File: src/rtl/arx_box_pkg.sv
`timescale 1ns/1ps
package arx_box_pkg;

    parameter int WORD_W   = 32;
    parameter int N_ROUNDS = 4;
    localparam int RIDX_W  = $clog2(N_ROUNDS);
    localparam int ROT_W   = $clog2(WORD_W);

    typedef logic [WORD_W-1:0] word_t;
    typedef logic [ROT_W-1:0]  rot_t;
    typedef logic [RIDX_W-1:0] ridx_t;

    typedef struct packed {
        word_t x;
        word_t y;
    } pair_t;

    typedef enum logic [1:0] {
        ST_IDLE = 2'd0,
        ST_BUSY = 2'd1,
        ST_DONE = 2'd2
    } seq_state_e;

    // right rotation; a zero amount leaves the word unchanged
    function automatic word_t rotr(word_t v, rot_t s);
        return (v >> s) | (v << ((ROT_W+1)'(WORD_W) - {1'b0, s}));
    endfunction

    // rotation applied to y before the addition into x
    function automatic rot_t rot_add(ridx_t r);
        case (r)
            2'd0:    return rot_t'(31);
            2'd1:    return rot_t'(17);
            2'd2:    return rot_t'(0);
            default: return rot_t'(24);
        endcase
    endfunction

    // rotation applied to the new x before the XOR into y
    function automatic rot_t rot_mix(ridx_t r);
        case (r)
            2'd0:    return rot_t'(24);
            2'd1:    return rot_t'(17);
            2'd2:    return rot_t'(31);
            default: return rot_t'(16);
        endcase
    endfunction

endpackage

File: src/rtl/arx_round.sv
`timescale 1ns/1ps
module arx_round
    import arx_box_pkg::*;
(
    input  pair_t p_in,
    input  word_t k,
    input  ridx_t idx,
    output pair_t p_out
);
    word_t sum_x;
    word_t mix_y;

    always_comb begin
        sum_x     = p_in.x + rotr(p_in.y, rot_add(idx));
        mix_y     = p_in.y ^ rotr(sum_x, rot_mix(idx));
        p_out.x   = sum_x ^ k;
        p_out.y   = mix_y;
    end
endmodule

File: src/rtl/arx_round_ctrl.sv
`timescale 1ns/1ps
module arx_round_ctrl
    import arx_box_pkg::*;
#(
    parameter int ROUNDS = N_ROUNDS
) (
    input  logic  clk,
    input  logic  rst,
    input  logic  start_req,
    output logic  ready,
    output logic  load,
    output logic  busy,
    output logic  done,
    output ridx_t round_idx
);
    localparam ridx_t LAST = ridx_t'(ROUNDS - 1);

    seq_state_e state_q;
    ridx_t      cnt_q;

    assign ready     = (state_q != ST_BUSY);
    assign load      = start_req && ready;
    assign busy      = (state_q == ST_BUSY);
    assign done      = (state_q == ST_DONE);
    assign round_idx = cnt_q;

    always_ff @(posedge clk) begin
        if (rst) begin
            state_q <= ST_IDLE;
            cnt_q   <= '0;
        end else if (load) begin
            state_q <= ST_BUSY;
            cnt_q   <= '0;
        end else if (state_q == ST_BUSY) begin
            if (cnt_q == LAST) begin
                state_q <= ST_DONE;
                cnt_q   <= '0;
            end else begin
                cnt_q   <= cnt_q + 1'b1;
            end
        end
    end

    p_accept_starts_r4: assert property (@(posedge clk) disable iff (rst)
        load |=> busy && !ready && round_idx == '0);

    p_round_step_r2: assert property (@(posedge clk) disable iff (rst)
        busy && round_idx != LAST |=> busy && round_idx == $past(round_idx) + 1'b1);

    p_last_round_done_r5: assert property (@(posedge clk) disable iff (rst)
        busy && round_idx == LAST |=> done && ready);

    p_done_stays_r6: assert property (@(posedge clk) disable iff (rst)
        done && !start_req |=> done);
endmodule

File: src/rtl/arx_box.sv
`timescale 1ns/1ps
module arx_box
    import arx_box_pkg::*;
#(
    parameter bit COMBINATIONAL = 1'b0
) (
    input  logic              clk,
    input  logic              rst,
    input  logic              in_valid,
    output logic              in_ready,
    input  logic [WORD_W-1:0] x_in,
    input  logic [WORD_W-1:0] y_in,
    input  logic [WORD_W-1:0] c_in,
    output logic              out_valid,
    output logic [WORD_W-1:0] x_out,
    output logic [WORD_W-1:0] y_out
);
    generate
        if (COMBINATIONAL) begin : g_unrolled
            pair_t chain [N_ROUNDS+1];

            assign chain[0] = '{x: x_in, y: y_in};
            for (genvar g = 0; g < N_ROUNDS; g++) begin : g_stage
                arx_round u_round (
                    .p_in  (chain[g]),
                    .k     (c_in),
                    .idx   (ridx_t'(g)),
                    .p_out (chain[g+1])
                );
            end
            assign x_out     = chain[N_ROUNDS].x;
            assign y_out     = chain[N_ROUNDS].y;
            assign in_ready  = 1'b1;
            assign out_valid = in_valid;
        end else begin : g_iterative
            pair_t st_q;
            pair_t st_nxt;
            word_t key_q;
            logic  load, busy, done, ready;
            ridx_t ridx;

            arx_round_ctrl #(.ROUNDS(N_ROUNDS)) u_ctrl (
                .clk       (clk),
                .rst       (rst),
                .start_req (in_valid),
                .ready     (ready),
                .load      (load),
                .busy      (busy),
                .done      (done),
                .round_idx (ridx)
            );

            arx_round u_round (
                .p_in  (st_q),
                .k     (key_q),
                .idx   (ridx),
                .p_out (st_nxt)
            );

            always_ff @(posedge clk) begin
                if (rst) begin
                    st_q  <= '0;
                    key_q <= '0;
                end else if (load) begin
                    st_q  <= '{x: x_in, y: y_in};
                    key_q <= c_in;
                end else if (busy) begin
                    st_q  <= st_nxt;
                end
            end

            assign x_out     = st_q.x;
            assign y_out     = st_q.y;
            assign in_ready  = ready;
            assign out_valid = done;

            p_hold_result_r6: assert property (@(posedge clk) disable iff (rst)
                out_valid && !in_valid |=> out_valid && $stable(x_out) && $stable(y_out));

            p_start_drops_valid_r8: assert property (@(posedge clk) disable iff (rst)
                in_valid && in_ready |=> !out_valid && !in_ready);

            p_key_frozen_r7: assert property (@(posedge clk) disable iff (rst)
                busy && !$past(load) |-> $stable(key_q));
        end
    endgenerate
endmodule

File: config.mk
export PLATFORM = sky130hd
export DESIGN_NAME = arx_box
export DESIGN_NICKNAME = d
export VERILOG_FILES = /design/src/rtl/arx_box_pkg.sv /design/src/rtl/arx_round.sv /design/src/rtl/arx_round_ctrl.sv /design/src/rtl/arx_box.sv
export SDC_FILE = /design/constraint.sdc
export NUM_CORES = 1
export LEC_CHECK = 0
export BUFFER_PORTS_ARGS = -buffer_cell sky130_fd_sc_hd__buf_2
export CELL_PAD_IN_SITES_DETAIL_PLACEMENT = 1
export CELL_PAD_IN_SITES_GLOBAL_PLACEMENT = 2
export CORE_AREA = 2 2 166 249
export DETAILED_ROUTE_END_ITERATION = 8
export DIE_AREA = 0 0 168 251
export PLACE_DENSITY_LB_ADDON = 0.1
export SYNTH_ARGS = -nofsm -noshare
export SYNTH_HDL_FRONTEND = slang
export SYNTH_SLANG_ARGS = --single-unit
File: constraint.sdc
create_clock -name clk -period 5.5 [get_ports clk]
set_input_delay 1.65 -clock clk [delete_from_list [all_inputs] [get_ports clk]]
set_output_delay 1.65 -clock clk [all_outputs]
set_load 0.02 [all_outputs]
==> flow_summary_export.csv, run 1 <==
group,metric,value,unit
cts,clock_sinks,100,
cts,cts_hold_buf,0,
drt,wl_per_cell,28.5,um
drt,wl,74900,um
timing,tightest_slew,985,ps
yosys,synth_enable_flop_cells,0,
floorplanning,initial_utilization,29.8,%
drt,initialDrtViolationCount,1086,
final_layout,nFillCells,5030,
grt,grt_pass1_wl,106000,um
cts,path_clk_slew,90,ps
worst_hold_path,hp-class,"reg -> reg",
worst_setup_path,worstPathCellList,"inv_2 -> ha_4 -> or2_2 -> buf_4 -> nand2_1 -> a21boi_4 -> mux2i_2 -> a22o_1 -> a311oi_2 -> a21oi_1 -> buf_4 -> ha_4 -> and3_4 -> o211ai_1 -> buf_4 -> a21o_1 -> buf_4 -> a21oi_2 -> nor3_2 -> xnor2_1 -> mux4_2 -> a211oi_2 -> mux2i_1 -> nand3_1",
drt,via_count,15600,
worst_hold_path,hold_end,"g_iterative.key_q[2]",
worst_setup_path,crit_type,"reg -> reg",
worst_setup_path,worst-path-max-fanout,7,
worst_hold_path,hold_depth,2,
worst_setup_path,reg2reg_depth,24,
cts,clockRootBuffer,"clkbuf_16",
yosys,ys_ff_latch,100,
cts,ctsLongestPathBuffers,2,
power_and_ir_drop,ir_drop,0.150,mV
power_and_ir_drop,power.density,435,nW/um^2
timing,fin_skew,12.0,ps
yosys,ys_types,104,
floorplanning,die_h,251,um
floorplanning,rows,90,
floorplanning,core_area,40000,um^2
timing,drv_slew,0,
final_layout,final_nets,2266,
yosys,synth_nets,1813,
yosys,yosys_warnings,0,
worst_setup_path,r2r-start,"g_iterative.u_ctrl.round_idx[0]",
worst_setup_path,slowest_delay,530,ps
worst_setup_path,critPathSlowestCell,"mux4_2",
grt,grt-ovfl-total,0,
grt,grt_max_degree,65,
power_and_ir_drop,p_total,0.00735,W
worst_setup_path,cp.required,5790,ps
yosys,syn_area,11900,um^2
run,max_cap_viol_count,0,
placed_design,port-buffer-count,164,
yosys,seq_area_frac_synth,16.8,%
final_layout,layout-drive-gt1-share,36.7,%
placed_design,place_ws,-557,ps
drt,drc,0,
floorplanning,ios,165,
timing,hold_violations,0,
power_and_ir_drop,leakagePower,7.39,nW
worst_setup_path,crit_arrival,5680,ps
worst_setup_path,critPathLaunchType,"flip-flop",
timing,slew_headroom,34.1,%
outcome,outcome,"finished clean",
floorplanning,die_width,168,um
yosys,avgSynthCellArea,7.13,um^2
yosys,ys_async_sr_fraction,0,%
timing,finalSetupViolCount,0,
drt,ant_nets,0,
drt,drt-pass1-iter-count,5,
cts,cts_tree,"done",
grt,grt_use_total,34.5,%
final_layout,syn_to_final_growth,41.9,%
floorplanning,dieArea,42200,um^2
timing,post-route-period-util,98.0,%
cts,numCtsBuffers,9,
timing,layout_setup_ws,108,ps
worst_setup_path,cpMostUsedCell,"buf_4",
worst_setup_path,r2r_end,"y_out[27]",
yosys,synth-main-ff-cell,"dfxtp_1",
cts,cts_max_level,3,
placed_design,hpwl,60600,um
drt,via_per_inst,5.91,
yosys,syn_inst,1668,
timing,fmax,185,MHz
grt,grt_antenna_before_repair,2,
timing,timing.final.crit_period,5390,ps
final_layout,post-route-util,42.2,%
cts,insertion_delay,400,ps
worst_hold_path,hp-start,"g_iterative.key_q[2]",
placed_design,gp_congestion,1.00,
worst_setup_path,ff2ff_setup_slack,110,ps
grt,first_global_vias,15900,
worst_setup_path,end_kind,"flip-flop",
-- cell usage after synthesis (16+ instances only) --
cell      count  area share [%]
nand2_1     238             7.5
nor2_1      160             5.0
a21oi_1     148             6.2
o21ai_0     109             4.6
dfxtp_1     100              17
clkbuf_1     95             3.0
mux2i_1      81             6.8
a211oi_1     62             3.9
nand3_1      48             2.0
ha_1         45             4.7
nor3_1       41             1.7
or3_1        27             1.4
xnor2_1      27             2.0
a31oi_1      26             1.4
and3_1       25             1.3
o211ai_1     24             1.5
xor2_1       24             1.8
and2_1       20             1.1
clkbuf_8     18             2.1
inv_1        17            0.54
o22ai_1      17            0.89
a22oi_1      16             1.0
-- routing by layer --
| layer | wire length [um] | global-route usage, % | vias to the layer above |
|---|---|---|---|
| li1 | - | - | 7111 |
| met1 | 28200 | 37.1 | 7677 |
| met2 | 37600 | 61.9 | 550 |
| met3 | 2950 | 4.31 | 215 |
| met4 | 6130 | 24.9 | 0 |
| met5 | 0 | 0 | - |
-- sequential cells by signal (all words and copies together) (netlist names) --
signal	cells
g_iterative.key_q	32
g_iterative.u_ctrl.round_idx	2
g_iterative.u_ctrl.state_q	2
x_out	32
y_out	32
-- worst max-delay path by stage --
stage | from | to | slack [ps] | cells after the start
2_1_floorplan | g_iterative.u_ctrl.round_idx[1] | y_out[30] | 60 | 24
4_1_cts | g_iterative.u_ctrl.round_idx[1] | y_out[3] | 0.2 | 26
5_1_grt | g_iterative.u_ctrl.round_idx[1] | y_out[29] | -40 | 27
6_report | g_iterative.u_ctrl.round_idx[0] | y_out[27] | 110 | 24
3_5_place_dp | g_iterative.u_ctrl.round_idx[1] | y_out[27] | -560 | 20
3_3_place_gp | g_iterative.u_ctrl.round_idx[1] | y_out[27] | -520 | 20
-- final cells by class --
cell class	instances	area, um^2	share of cell area, %
Multi-Input combinational cell	1414	9820	58.2
Timing Repair Buffer	576	4010	23.8
Sequential cell	100	2010	11.9
Tap cell	506	633	3.75
Clock buffer	9	225	1.33
Clock inverter	7	100	0.593
Inverter	20	77.6	0.460
Antenna cell	1	2.50	0.0148
-- critical path: cells and delay by family (launching register included) --
family / cells / cell delay [ps]
AO/OA/AOI/OAI: 8 / 1780
XOR/XNOR: 1 / 190
AND/OR/NAND/NOR: 5 / 790
buffers and inverters: 5 / 770
flip-flops: 1 / 380
adder cells (fa/ha/maj): 2 / 460
multiplexers: 3 / 900
-- through the flow --
step | instance area [um^2] | setup TNS (ps) | cells | hold WS (ps)
floorplan | 11900 | 0 | 1668 | 445
global placement | 15700 | -9280 | 2594 | 457
detailed placement | 15700 | -10180 | 2594 | 471
CTS | 16300 | 0 | 2619 | 484
global route | 16900 | -88.0 | 2633 | 504
finish | 16900 | 0 | 2633 | 479
-- cell usage in the layout (no fill, tap or decap), drive strengths merged, types with 18 or more instances in the layout --
| cell | Yosys | final |
|---|---|---|
| a211oi | 65 | 65 |
| a21oi | 154 | 154 |
| a31oi | 26 | 26 |
| and2 | 21 | 21 |
| and3 | 27 | 27 |
| buf | 21 | 576 |
| dfxtp | 100 | 100 |
| ha | 45 | 45 |
| inv | 17 | 23 |
| mux2i | 82 | 82 |
| nand2 | 238 | 238 |
| nand3 | 48 | 48 |
| nor2 | 161 | 161 |
| nor3 | 44 | 44 |
| o211ai | 25 | 25 |
| o21ai | 121 | 121 |
| o22ai | 18 | 18 |
| or3 | 29 | 29 |
| xnor2 | 29 | 29 |
| xor2 | 24 | 24 |
-- timing repair --
item                                   in CTS  in global routing
buffers inserted                            9                 13
resized for setup                          61                113
endpoints found under the hold margin       0                  0
pin swaps                                  11                 26
setup endpoints to repair                  35                 32
-- report_power, final --
group | switching (W) | leakage (nW) | internal (W)
Sequential | 0.000184 | 0.827 | 0.000820
Clock | 0.000402 | 0.161 | 0.000373
Combinational | 0.00315 | 6.40 | 0.00242
-- cells by family (layout without fill, tap and decap cells) --
| family | after synthesis | after routing | share of synthesized area [%] |
|---|---|---|---|
| AND/OR/NAND/NOR | 631 | 631 | 24.5 |
| AO/OA/AOI/OAI | 582 | 582 | 33.1 |
| buffers and inverters | 154 | 612 | 6.66 |
| multiplexers | 102 | 102 | 9.94 |
| flip-flops | 100 | 100 | 16.8 |
| XOR/XNOR | 53 | 53 | 4.03 |
| adder cells (fa/ha/maj) | 46 | 46 | 4.90 |
| other | 0 | 1 | 0 |
Note: power is estimated with default switching activity, not from simulation.
==> run 2, diff against run 1 <==
--- a/config.mk
+++ b/config.mk
@@ -5,12 +5,13 @@
 export SDC_FILE = /design/constraint.sdc
 export NUM_CORES = 1
 export LEC_CHECK = 0
+export ABC_AREA = 1
 export BUFFER_PORTS_ARGS = -buffer_cell sky130_fd_sc_hd__buf_2
 export CELL_PAD_IN_SITES_DETAIL_PLACEMENT = 1
 export CELL_PAD_IN_SITES_GLOBAL_PLACEMENT = 2
-export CORE_AREA = 2 2 166 249
+export CORE_AREA = 2 2 172 259
 export DETAILED_ROUTE_END_ITERATION = 8
-export DIE_AREA = 0 0 168 251
+export DIE_AREA = 0 0 174 261
 export PLACE_DENSITY_LB_ADDON = 0.1
 export SYNTH_ARGS = -nofsm -noshare
 export SYNTH_HDL_FRONTEND = slang
==> run 2 against run 1 <==
  * Clock skew up 4.9 ps
  * Sequential share of layout area up 2.4 points
  * Die area up 7.7%
  * Final area down 17%
  * Maximum frequency up 4.5%
  * Routed wire length down 7.5%
  * Worst setup slack better by 230 ps
  * Sequential power about the same
  * Register-to-register slack better by 230 ps
  * Cell count up 9.1%
  * Sequential cell count unchanged
==> flow_summary_export.csv, run 2 <==
group,metric,value,unit
worst_setup_path,critPathLaunchType,"flip-flop",
grt,grt_antenna_before_repair,0,
final_layout,n_antenna_cell,0,
placed_design,gp_congestion,0.943,
yosys,ys_async_sr_fraction,0,%
power_and_ir_drop,power.internal,0.00242,W
yosys,avgSynthCellArea,5.49,um^2
final_layout,final_cell_mix,"615 x nand2_1, 275 x nand3_1, 230 x inv_1",
timing,drv_slew,0,
grt,grt_use_total,30.2,%
timing,hold_violations,0,
worst_setup_path,crit_arrival,5410,ps
yosys,seq_area_frac_synth,17.4,%
worst_setup_path,cpMostUsedCell,"nand3_1",
cts,clock_sinks,100,
worst_setup_path,worst-path-max-fanout,25,
cts,cts_setup_buffers,0,
outcome,outcome,"finished clean",
cts,insertion_delay,400,ps
final_layout,post-route-util,32.4,%
yosys,synth_nets,2246,
floorplanning,die_width,174,um
floorplanning,core_area,43300,um^2
power_and_ir_drop,seq_power_share,18.1,%
power_and_ir_drop,p_clk_share,12.5,%
cts,cts_hold_buf,0,
timing,timing.final.crit_period,5160,ps
floorplanning,ios,165,
floorplanning,die_h,261,um
yosys,synth_top_family_by_area,"simple AND/OR/NAND/NOR gates",
timing,slew_headroom,26.3,%
worst_setup_path,slowest_delay,450,ps
drt,drc,0,
timing,fmax,194,MHz
final_layout,final_common_cell,"nand2_1",
grt,grt-ovfl-total,0,
power_and_ir_drop,swShare,56.9,%
drt,wl_per_cell,24.1,um
yosys,synth_mux_area_share,0.174,%
power_and_ir_drop,p_total,0.00561,W
cts,cts_resized,0,
cts,path_clk_slew,90,ps
cts,cts_tree,"done",
power_and_ir_drop,power.density,401,nW/um^2
power_and_ir_drop,power.combinational.fraction,69.4,%
floorplanning,initial_utilization,26.6,%
floorplanning,dieArea,45400,um^2
yosys,synth-main-ff-cell,"dfxtp_1",
yosys,ys_ff_latch,100,
yosys,synth-compound-area-share,19.5,%
yosys,syn_area,11500,um^2
drt,via_per_inst,5.26,
timing,tightest_slew,1100,ps
grt,first_global_vias,15400,
yosys,synth_area_leaders,"nand2_1 20%, dfxtp_1 17%, nand3_1 12%",
grt,grt_max_degree,58,
drt,via_count,15100,
final_layout,final_nets,2437,
cts,clockRootBuffer,"clkbuf_16",
grt,grt_pass1_wl,101000,um
drt,initialDrtViolationCount,948,
worst_setup_path,critPathSlowestCell,"fa_1",
drt,drt-pass1-iter-count,5,
timing,finalSetupViolCount,0,
yosys,synthSimpleGateAreaFrac,45.0,%
yosys,ys_types,49,
worst_hold_path,hp-class,"reg -> reg",
drt,wl,69300,um
yosys,synthXorXnorAreaFrac,1.16,%
worst_setup_path,end_kind,"flip-flop",
floorplanning,rows,94,
yosys,syn_inst,2101,
yosys,synth_enable_flop_cells,0,
power_and_ir_drop,leakagePower,7.17,nW
final_layout,syn_to_final_growth,21.6,%
run,max_cap_viol_count,0,
yosys,synth.top_cells.by_count,"615 x nand2_1, 276 x nand3_1, 231 x inv_1, 186 x nor2_1, 176 x o21ai_0",
cts,cts_max_level,3,
timing,rsz0062_at_grt,"false",
power_and_ir_drop,p_switching,0.00319,W
placed_design,hpwl,57300,um
drt,ant_nets,0,
timing,tns,0,ps
cts,ctsLongestPathBuffers,2,
timing,post-route-period-util,93.9,%
yosys,synth.top_cell.area_share,20.0,%
final_layout,layout-drive-gt1-share,17.7,%
worst_setup_path,cp.required,5750,ps
final_layout,stdcell_area,14000,um^2
yosys,synth_fa_ha_area_share,5.06,%
cts,numCtsBuffers,9,
yosys,yosys_warnings,0,
timing,fin_skew,16.9,ps
yosys,yosysTopAreaCell,"nand2_1",
power_and_ir_drop,ir_drop,0.139,mV
placed_design,port-buffer-count,164,
placed_design,dpl_cell_area,13700,um^2
worst_setup_path,crit_type,"reg -> reg",
yosys,yosys.cell_count.top_type,"nand2_1",
[run 2: changes by cell type after synthesis, moves of 21 or more]
cell / change
nor2_1: +26
mux2i_1: -79
xnor2_1: -25
or3_1: -27
a211oi_1: -58
nand2_2: +21
o21ai_0: +67
a21oi_1: -27
a31oi_1: -21
nor3_1: -31
inv_1: +214
nand3_1: +228
nand2_1: +377
and3_1: -24
[run 2: kinds of logic (layout without fill, tap and decap cells)]
family | count (synthesis) | in the layout
AO/OA/AOI/OAI | 399 | 399
buffers and inverters | 355 | 551
adder cells (fa/ha/maj) | 46 | 46
XOR/XNOR | 11 | 11
flip-flops | 100 | 100
multiplexers | 2 | 2
AND/OR/NAND/NOR | 1188 | 1188
[run 2: area by class of cell]
type | count | area (um^2)
repair buffers | 292 | 1870
fillers | 5933 | 29300
flip-flops and latches | 100 | 2000
clock buffers | 10 | 229
clock inverters | 6 | 56.3
inverters | 243 | 917
multi-input cells | 1646 | 8220
well taps | 576 | 721
[run 2: worst max-delay path, delay by kind of cell (launching register included)]
family                   cells  cell delay, ps
flip-flops                   1             420
adder cells (fa/ha/maj)      3             950
AO/OA/AOI/OAI                4             570
AND/OR/NAND/NOR             20            2660
buffers and inverters        3             410
[run 2: final timing paths]
| check | from | end | slack [ps] | depth (start not counted) |
|---|---|---|---|---|
| worst max register to register | g_iterative.u_ctrl.round_idx[1] | y_out[29] | 340 | 30 |
| worst min register to register | g_iterative.key_q[1] | x_out[1] | 470 | 2 |
| worst min-delay path | g_iterative.key_q[1] | x_out[1] | 470 | 2 |
| worst max-delay path | g_iterative.u_ctrl.round_idx[1] | y_out[29] | 340 | 30 |
[run 2: through the flow]
stage | hold slack (ps) | cells | setup slack (ps)
after floorplan | 443 | 2101 | 1220
after global placement | 460 | 2857 | 346
after detailed placement | 467 | 2857 | 285
after CTS | 479 | 2873 | 249
after global routing | 504 | 2873 | 5.97
final | 474 | 2873 | 338
[run 2: metal layers]
metal  vias up  global-route usage, %  routed length, um
met5         -                      0                  0
met4         0                   18.9               4860
met3       136                   2.79               1930
met2       384                   55.7              35200
met1      7308                   33.5              27300
li1       7271                      -                  -
[run 2: power groups by stage]
stage	registers (W)	clock network (W)	logic (W)
floorplan	0.00103	0	0.00210
global placement	0.00104	0	0.00382
finish	0.00102	0.000700	0.00390
detailed placement	0.00104	0	0.00386
global route	0.00102	0.000738	0.00425
CTS	0.00102	0.000717	0.00388
